## src/rtl/pixlink_pkg.sv

```systemverilog
`timescale 1ns/1ps
package pixlink_pkg;
   typedef enum logic [1:0] {
      LM_DD = 2'b00,
      LM_DS = 2'b01,
      LM_SD = 2'b10,
      LM_SS = 2'b11
   } link_mode_e;

   localparam int SYW      = 3;
   localparam int LFSR_W   = 23;
   localparam int LFSR_TAP = 17;
endpackage

```

## src/rtl/pixlink_capture.sv

```systemverilog
`timescale 1ns/1ps
module pixlink_capture #(
   parameter  int PW      = 30,
   parameter  int CTW     = 2,
   parameter  bit DDR_CAP = 1'b1,
   localparam int BW      = 2*PW + pixlink_pkg::SYW + 2*CTW,
   localparam int DW      = PW + pixlink_pkg::SYW + CTW
) (
   input  logic          clk,
   input  logic          rise,
   input  logic [BW-1:0] din,
   output logic [BW-1:0] sel,
   output logic [DW-1:0] ddr_a,
   output logic [DW-1:0] ddr_b
);
   logic [BW-1:0] fcap;

   generate
      if (DDR_CAP) begin : g_fall
         always_ff @(negedge clk) fcap <= din;
      end else begin : g_nofall
         assign fcap = din;
      end
   endgenerate

   logic [PW-1:0]              f_p1, f_p2, r_p1, r_p2;
   logic [pixlink_pkg::SYW-1:0] f_sy, r_sy;
   logic [CTW-1:0]             f_c1, f_c2, r_c1, r_c2;
   assign {f_p1, f_p2, f_sy, f_c1, f_c2} = fcap;
   assign {r_p1, r_p2, r_sy, r_c1, r_c2} = din;

   assign sel   = rise ? din : fcap;
   assign ddr_a = {f_p1, f_sy, f_c1};
   assign ddr_b = {r_p1, r_sy, r_c2};
endmodule

```

## src/rtl/pixlink_prbs.sv

```systemverilog
`timescale 1ns/1ps
module pixlink_prbs #(
   parameter int                            PW   = 30,
   parameter logic [pixlink_pkg::LFSR_W-1:0] SEED = '1
) (
   input  logic          clk,
   input  logic          rst_n,
   input  logic          adv,
   output logic [PW-1:0] word
);
   import pixlink_pkg::*;
   logic [LFSR_W-1:0] st, st_nx;

   always_comb begin
      logic [LFSR_W-1:0] s;
      s    = st;
      word = '0;
      for (int i = 0; i < PW; i++) begin
         word[PW-1-i] = s[LFSR_W-1];
         s = {s[LFSR_W-2:0], s[LFSR_W-1] ^ s[LFSR_TAP]};
      end
      st_nx = s;
   end

   always_ff @(posedge clk or negedge rst_n) begin
      if (!rst_n)   st <= SEED;
      else if (adv) st <= st_nx;
   end

   a_r9_idle_hold: assert property (@(posedge clk) disable iff (!rst_n)
      !adv |=> $stable(st));
   a_r8_never_zero: assert property (@(posedge clk) disable iff (!rst_n)
      st != '0);
endmodule

```

## src/rtl/pixlink_route.sv

```systemverilog
`timescale 1ns/1ps
module pixlink_route #(
   parameter  int PW  = 30,
   parameter  int CTW = 2,
   localparam int SBW = pixlink_pkg::SYW + CTW,
   localparam int BW  = 2*PW + pixlink_pkg::SYW + 2*CTW,
   localparam int DW  = PW + SBW
) (
   input  logic           clk,
   input  logic           rst_n,
   input  logic [1:0]     mode,
   input  logic           opt,
   input  logic           prbs_req,
   input  logic           pdn_n,
   input  logic [BW-1:0]  w,
   input  logic [DW-1:0]  ddr_a,
   input  logic [DW-1:0]  ddr_b,
   input  logic [PW-1:0]  prbs_word,
   output logic           prbs_adv,
   output logic           oe,
   output logic           l1_en,
   output logic           l2_en,
   output logic [PW-1:0]  l1_pix,
   output logic [SBW-1:0] l1_sb,
   output logic [PW-1:0]  l2_pix,
   output logic [SBW-1:0] l2_sb
);
   import pixlink_pkg::*;

   link_mode_e lm;
   assign lm = link_mode_e'(mode);

   logic [PW-1:0]  w_p1, w_p2, h_p1, h_p2;
   logic [SYW-1:0] w_sy, h_sy;
   logic [CTW-1:0] w_c1, w_c2, h_c1, h_c2;
   logic [BW-1:0]  hold;
   logic           ph, w_de, dual_out, prbs_on;

   assign {w_p1, w_p2, w_sy, w_c1, w_c2} = w;
   assign {h_p1, h_p2, h_sy, h_c1, h_c2} = hold;
   assign w_de     = w_sy[SYW-1];
   assign prbs_on  = prbs_req && (lm == LM_DD);
   assign prbs_adv = prbs_on;
   assign dual_out = (lm == LM_DD) || (lm == LM_SD) || ((lm == LM_SS) && opt);

   always_ff @(posedge clk or negedge rst_n) begin
      if (!rst_n) begin
         oe <= 1'b0;  l1_en <= 1'b0;  l2_en <= 1'b0;
         l1_pix <= '0; l1_sb <= '0; l2_pix <= '0; l2_sb <= '0;
         hold <= '0;  ph <= 1'b0;
      end else begin
         oe    <= pdn_n;
         l1_en <= pdn_n;
         l2_en <= pdn_n & dual_out;
         case (lm)
            LM_DD: begin
               ph     <= 1'b0;
               l1_pix <= prbs_on ? prbs_word : w_p1;
               l2_pix <= prbs_on ? prbs_word : w_p2;
               l1_sb  <= {w_sy, w_c1};
               l2_sb  <= {w_sy, w_c2};
            end
            LM_SS: begin
               ph     <= 1'b0;
               l1_pix <= w_p1;
               l1_sb  <= {w_sy, w_c1};
               l2_pix <= opt ? w_p1 : '0;
               l2_sb  <= opt ? {w_sy, w_c1} : '0;
            end
            LM_SD: begin
               if (opt) begin
                  ph <= 1'b0;
                  {l1_pix, l1_sb} <= ddr_a;
                  {l2_pix, l2_sb} <= ddr_b;
               end else if (!w_de) begin
                  ph     <= 1'b0;
                  l1_pix <= w_p1;  l1_sb <= {w_sy, w_c1};
                  l2_pix <= w_p1;  l2_sb <= {w_sy, w_c2};
               end else if (!ph) begin
                  ph   <= 1'b1;
                  hold <= w;
               end else begin
                  ph     <= 1'b0;
                  l1_pix <= h_p1;  l1_sb <= {h_sy, h_c1};
                  l2_pix <= w_p1;  l2_sb <= {w_sy, w_c2};
               end
            end
            default: begin
               l2_pix <= '0;
               l2_sb  <= '0;
               if (!w_de || !ph) begin
                  ph     <= w_de;
                  hold   <= w;
                  l1_pix <= w_p1;  l1_sb <= {w_sy, w_c1};
               end else begin
                  ph     <= 1'b0;
                  l1_pix <= h_p2;  l1_sb <= {h_sy, h_c2};
               end
            end
         endcase
      end
   end

   a_r2_dual_pass: assert property (@(posedge clk) disable iff (!rst_n)
      (lm == LM_DD && !prbs_req) |=> (l1_pix == $past(w_p1) && l2_pix == $past(w_p2)));
   a_r4_copy_link: assert property (@(posedge clk) disable iff (!rst_n)
      (lm == LM_SS && opt) |=> (l2_pix == l1_pix && l2_sb == l1_sb && l2_en == l1_en));
   a_r7_link2_off: assert property (@(posedge clk) disable iff (!rst_n)
      (lm == LM_DS) |=> (!l2_en && l2_pix == '0 && l2_sb == '0));
   a_r5_phase_clear: assert property (@(posedge clk) disable iff (!rst_n)
      (lm == LM_SD && !opt && !w_de) |=> !ph);
   a_r10_power_down: assert property (@(posedge clk) disable iff (!rst_n)
      !pdn_n |=> (!oe && !l1_en && !l2_en));
endmodule

```

## src/rtl/pixlink_router.sv

```systemverilog
`timescale 1ns/1ps
module pixlink_router #(
   parameter  int                            CW      = 10,
   parameter  int                            CTW     = 2,
   parameter  bit                            DDR_CAP = 1'b1,
   parameter  logic [pixlink_pkg::LFSR_W-1:0] SEED    = '1,
   localparam int                            PW      = 3*CW,
   localparam int                            SBW     = pixlink_pkg::SYW + CTW,
   localparam int                            BW      = 2*PW + pixlink_pkg::SYW + 2*CTW,
   localparam int                            DW      = PW + SBW
) (
   input  logic           clk,
   input  logic           rst_n,
   input  logic           rise_edge,
   input  logic           pdn_n,
   input  logic [1:0]     link_mode,
   input  logic           mode_opt,
   input  logic           prbs_req,
   input  logic [PW-1:0]  px1,
   input  logic [PW-1:0]  px2,
   input  logic           de,
   input  logic           hsync,
   input  logic           vsync,
   input  logic [CTW-1:0] ctl_a,
   input  logic [CTW-1:0] ctl_b,
   output logic           oe,
   output logic           l1_en,
   output logic [PW-1:0]  l1_pix,
   output logic           l1_de,
   output logic           l1_hs,
   output logic           l1_vs,
   output logic [CTW-1:0] l1_ctl,
   output logic           l2_en,
   output logic [PW-1:0]  l2_pix,
   output logic           l2_de,
   output logic           l2_hs,
   output logic           l2_vs,
   output logic [CTW-1:0] l2_ctl
);
   if (CW < 1)     begin : g_bad_cw   $error("CW must be at least 1");   end
   if (CTW < 1)    begin : g_bad_ctw  $error("CTW must be at least 1");  end
   if (SEED == '0) begin : g_bad_seed $error("SEED must be nonzero");    end

   logic [BW-1:0]  w;
   logic [DW-1:0]  ddr_a, ddr_b;
   logic [PW-1:0]  prbs_word;
   logic           prbs_adv;
   logic [SBW-1:0] l1_sb, l2_sb;

   pixlink_capture #(.PW(PW), .CTW(CTW), .DDR_CAP(DDR_CAP)) u_cap (
      .clk   (clk),
      .rise  (rise_edge),
      .din   ({px1, px2, de, hsync, vsync, ctl_a, ctl_b}),
      .sel   (w),
      .ddr_a (ddr_a),
      .ddr_b (ddr_b)
   );

   pixlink_prbs #(.PW(PW), .SEED(SEED)) u_prbs (
      .clk   (clk),
      .rst_n (rst_n),
      .adv   (prbs_adv),
      .word  (prbs_word)
   );

   pixlink_route #(.PW(PW), .CTW(CTW)) u_route (
      .clk       (clk),
      .rst_n     (rst_n),
      .mode      (link_mode),
      .opt       (mode_opt),
      .prbs_req  (prbs_req),
      .pdn_n     (pdn_n),
      .w         (w),
      .ddr_a     (ddr_a),
      .ddr_b     (ddr_b),
      .prbs_word (prbs_word),
      .prbs_adv  (prbs_adv),
      .oe        (oe),
      .l1_en     (l1_en),
      .l2_en     (l2_en),
      .l1_pix    (l1_pix),
      .l1_sb     (l1_sb),
      .l2_pix    (l2_pix),
      .l2_sb     (l2_sb)
   );

   assign {l1_de, l1_hs, l1_vs, l1_ctl} = l1_sb;
   assign {l2_de, l2_hs, l2_vs, l2_ctl} = l2_sb;
endmodule

```

## config.mk

```make
export PLATFORM = sky130hd
export DESIGN_NAME = pixlink_router
export DESIGN_NICKNAME = d
export VERILOG_FILES = /design/src/rtl/pixlink_pkg.sv /design/src/rtl/pixlink_capture.sv /design/src/rtl/pixlink_prbs.sv /design/src/rtl/pixlink_route.sv /design/src/rtl/pixlink_router.sv
export SDC_FILE = /design/constraint.sdc
export NUM_CORES = 1
export LEC_CHECK = 0
export BUFFER_PORTS_ARGS = -buffer_cell sky130_fd_sc_hd__buf_2
export CAP_MARGIN = 20
export CORE_MARGIN = 5
export CORE_UTILIZATION = 34
export CTS_CLUSTER_DIAMETER = 60
export DETAILED_ROUTE_END_ITERATION = 16
export GPL_TIMING_DRIVEN = 0
export PLACE_DENSITY = 0.54
export RECOVER_POWER = 25
export SLEW_MARGIN = 10
export SYNTH_ARGS = -nofsm -noshare
export SYNTH_HDL_FRONTEND = slang
export SYNTH_HIERARCHICAL = 1
export SYNTH_SLANG_ARGS = --single-unit
```

## constraint.sdc

```tcl
create_clock -name clk -period 5.4 [get_ports clk]
set_clock_uncertainty 0.1 [all_clocks]
set_input_delay 1.08 -clock clk [delete_from_list [all_inputs] [get_ports clk]]
set_output_delay 1.08 -clock clk [all_outputs]
set_load 0.02 [all_outputs]
```

==> results.sh <==
export IMPL_status="complete, but fails checks"
export IMPL_violations="max-capacitance violations, max-slew violations"
export IMPL_num_rows=70
export IMPL_netlist_top_cells_count="dfrtp_1, mux2_2, a21oi_1"
export IMPL_drive_gt1_frac=0.382
export IMPL_crit_slowest_cell="clkbuf_1"
export IMPL_die_w_um=203
export IMPL_synth_top_area_cell="dfrtp_1"
export IMPL_grt_usage=0.211
export IMPL_place_congestion=0.906
export IMPL_ant_nets=0
export IMPL_top_level_ports=148
export IMPL_cp_required_ns=5.77
export IMPL_synth_top_cell_area_share=0.278
export IMPL_core_region_area_um2=36600
export IMPL_path_cells="mux2_2, buf_2, nand4bb_1, nand2_1, clkbuf_1, o22ai_1, a21oi_1"
export IMPL_grt_pass1_vias=10300
export IMPL_synth_edf_count=0
export IMPL_holdPathStages=2
export IMPL_syn_to_final_growth_pct=20.7
export IMPL_synthesis_area_um2=12600
export IMPL_utilization=0.415
export IMPL_syn_inst=1133
export IMPL_viasPerCell=5.51
export IMPL_endpoint_kind="flop"
export IMPL_clock_path_buffers=3
export IMPL_synth_nets=1215
export IMPL_wire_per_inst_um=24.1
export IMPL_reg2reg_slack_ns=0.47
export IMPL_setup_viol=0
export IMPL_yosysUniqueCellTypes=49
export IMPL_final_cell_count_no_fill=1871
export IMPL_final_area_um2=15200
export IMPL_grt_max_degree=93
export IMPL_syn_area_per_cell_um2=11.1
export IMPL_m1WireLength_um=20300
export IMPL_async_flop_share=0.709
export IMPL_cp_start_kind="flop"
export IMPL_dr_pass1_iters=7
export IMPL_cts_tree="done"
export IMPL_first_iter_violations=868
export IMPL_cts_root_buf="clkbuf_16"
export IMPL_cap_violations=1
export IMPL_ys_ff_latch=230
export IMPL_synth_warnings=6
export IMPL_top_layer_used="met5"
export IMPL_placedCellCount=1748
export IMPL_crit_arrival_ns=5.30
export IMPL_r2r_cells=7
export IMPL_die_area_um2=41000
export IMPL_power_total_mw=6.15
export IMPL_cts_resized=0
export IMPL_postCtsSetupBuffers=0
export IMPL_dp_hpwl_um=31800
export IMPL_ctsHoldBuffers=0
export IMPL_vias=10300
export IMPL_slew_violations=72
export IMPL_rsz0062_at_grt="false"
export IMPL_seq_area_frac_synth=0.432
export IMPL_worstSetupPathType="reg -> reg"
export IMPL_critPathMaxStageDelay_ns=0.58
export IMPL_synth_top_cells_by_area="dfrtp_1, dfxtp_1, mux2_4, mux2_2, dfstp_2"
export IMPL_hold_path_class="reg -> reg"
export IMPL_clkSinkCount=230
export IMPL_p_per_area_nw_per_um2=404
export IMPL_synthFlopType="dfrtp_1"
export IMPL_cts_buffers_inserted=30
export IMPL_route_met3_wl_um=3130
export IMPL_die_h_um=203
export IMPL_tightest_slew_ns=3.68
export IMPL_htreeDepth=1
export IMPL_tns_ns=0
export IMPL_clk_pin_slew_worst_paths_ns=0.06
export IMPL_finalNetCount=1460
export IMPL_p_leak_nw=7.23
export IMPL_fillCellCount=3598
export IMPL_placed_area_um2=14000
export IMPL_routed_wl_um=45200
export IMPL_grt_pass1_wl_um=66400
export IMPL_path_max_fanout=10
export IMPL_io_buffers=146
export IMPL_hold_viol_final=0
export IMPL_ir_drop_v=0.000260
export IMPL_drc=0
export IMPL_antenna_found_initial=2
export IMPL_synthMostInstantiatedCell="dfrtp_1"
export IMPL_grt_overflow_total=0
export IMPL_initial_core_util=0.344
export IMPL_dr_wl_met2_um=20400
export IMPL_slew_headroom=-1.45
export IMPL_clock_latency_ns=0.61
==> path summary, 6_finish.rpt <==
path	startpoint	to
worst max register to register	u_cap/fcap[6]	u_route/l1_pix[19]
max in group asynchronous	rst_n	u_route/l1_pix[26]
min in group asynchronous	rst_n	u_route/hold[14]
worst min register to register	u_route/l2_pix[28]	u_route/l2_pix[28]
worst max-delay path	u_cap/fcap[6]	u_route/l1_pix[19]
worst min-delay path	u_route/l2_pix[28]	u_route/l2_pix[28]
==> state kept, by name (all words and copies together) (netlist names) <==
register        count
u_cap/fcap         67
u_route/hold       67
u_route/l1_pix     30
u_route/l2_pix     30
u_prbs/st          23
u_route/l1_sb       5
u_route/l2_sb       5
u_route/l1_en       1
u_route/l2_en       1
u_route/ph          1
==> stage by stage <==
step / setup WS, ns / hold WS, ns
2_1_floorplan: 0.859 / 0.375
4_1_cts: 0.495 / 0.381
5_1_grt: 0.342 / 0.403
3_5_place_dp: 0.534 / 0.367
6_report: 0.469 / 0.374
3_3_place_gp: 0.272 / 0.363
==> routing by layer <==
layer,up-vias,track usage
li1,4632,-
met1,5182,0.295
met2,412,0.333
met3,90,0.0364
met4,2,0.0694
met5,-,0
==> power breakdown <==
part	leakage [nW]	switching [mW]	internal [mW]	total [mW]
combinational	3.88	0.729	0.768	1.50
sequential	2.50	0.331	2.09	2.43
clock	0.855	0.941	1.28	2.22
total	7.23	2.00	4.15	6.15
==> cells in the final DEF (no fill, tap or decap), types with 31 or more instances in the layout <==
cell type | Yosys | layout
a21oi_1 | 85 | 85
buf_2 | 38 | 182
buf_4 | 75 | 75
clkbuf_1 | 42 | 45
clkbuf_16 | 0 | 32
dfrtp_1 | 140 | 140
dfxtp_1 | 67 | 67
inv_1 | 7 | 74
mux2_2 | 107 | 107
mux2_4 | 82 | 82
mux2i_1 | 38 | 38
nand2_1 | 62 | 62
nor2_1 | 31 | 31
o21ai_0 | 38 | 38
==> critical path, delay by kind of cell (launching register included) <==
family	cells	cell delay, ns
buffers and inverters	2	0.77
AND/OR/NAND/NOR	2	0.41
AO/OA/AOI/OAI	2	0.37
flip-flops	1	0.31
multiplexers	1	0.14
==> kinds of logic (layout without fill, tap and decap cells) <==
| family | after synthesis | in the layout | synth area share |
|---|---|---|---|
| xor gates and xnor gates | 30 | 30 | 0.0268 |
| DFF | 230 | 230 | 0.432 |
| and+or+nand+nor | 142 | 142 | 0.0540 |
| adders and majority gates | 7 | 7 | 0.00695 |
| muxes | 227 | 227 | 0.223 |
| other | 0 | 1 | 0 |
| buffers and inverters | 176 | 445 | 0.0852 |
| AOI/OAI and AO/OA | 321 | 321 | 0.171 |
==> final cells by class <==
class	instances	area [um^2]	share of cell area
Multi-Input combinational cell	727	6080	0.400
Sequential cell	230	5450	0.358
Buffer	169	1050	0.0689
Clock buffer	34	808	0.0531
Timing Repair Buffer	147	762	0.0501
Tap cell	468	586	0.0385
Clock inverter	89	452	0.0297
Inverter	6	22.5	0.00148
Antenna cell	1	2.50	0.000165
Note: power is estimated with default switching activity, not from simulation.
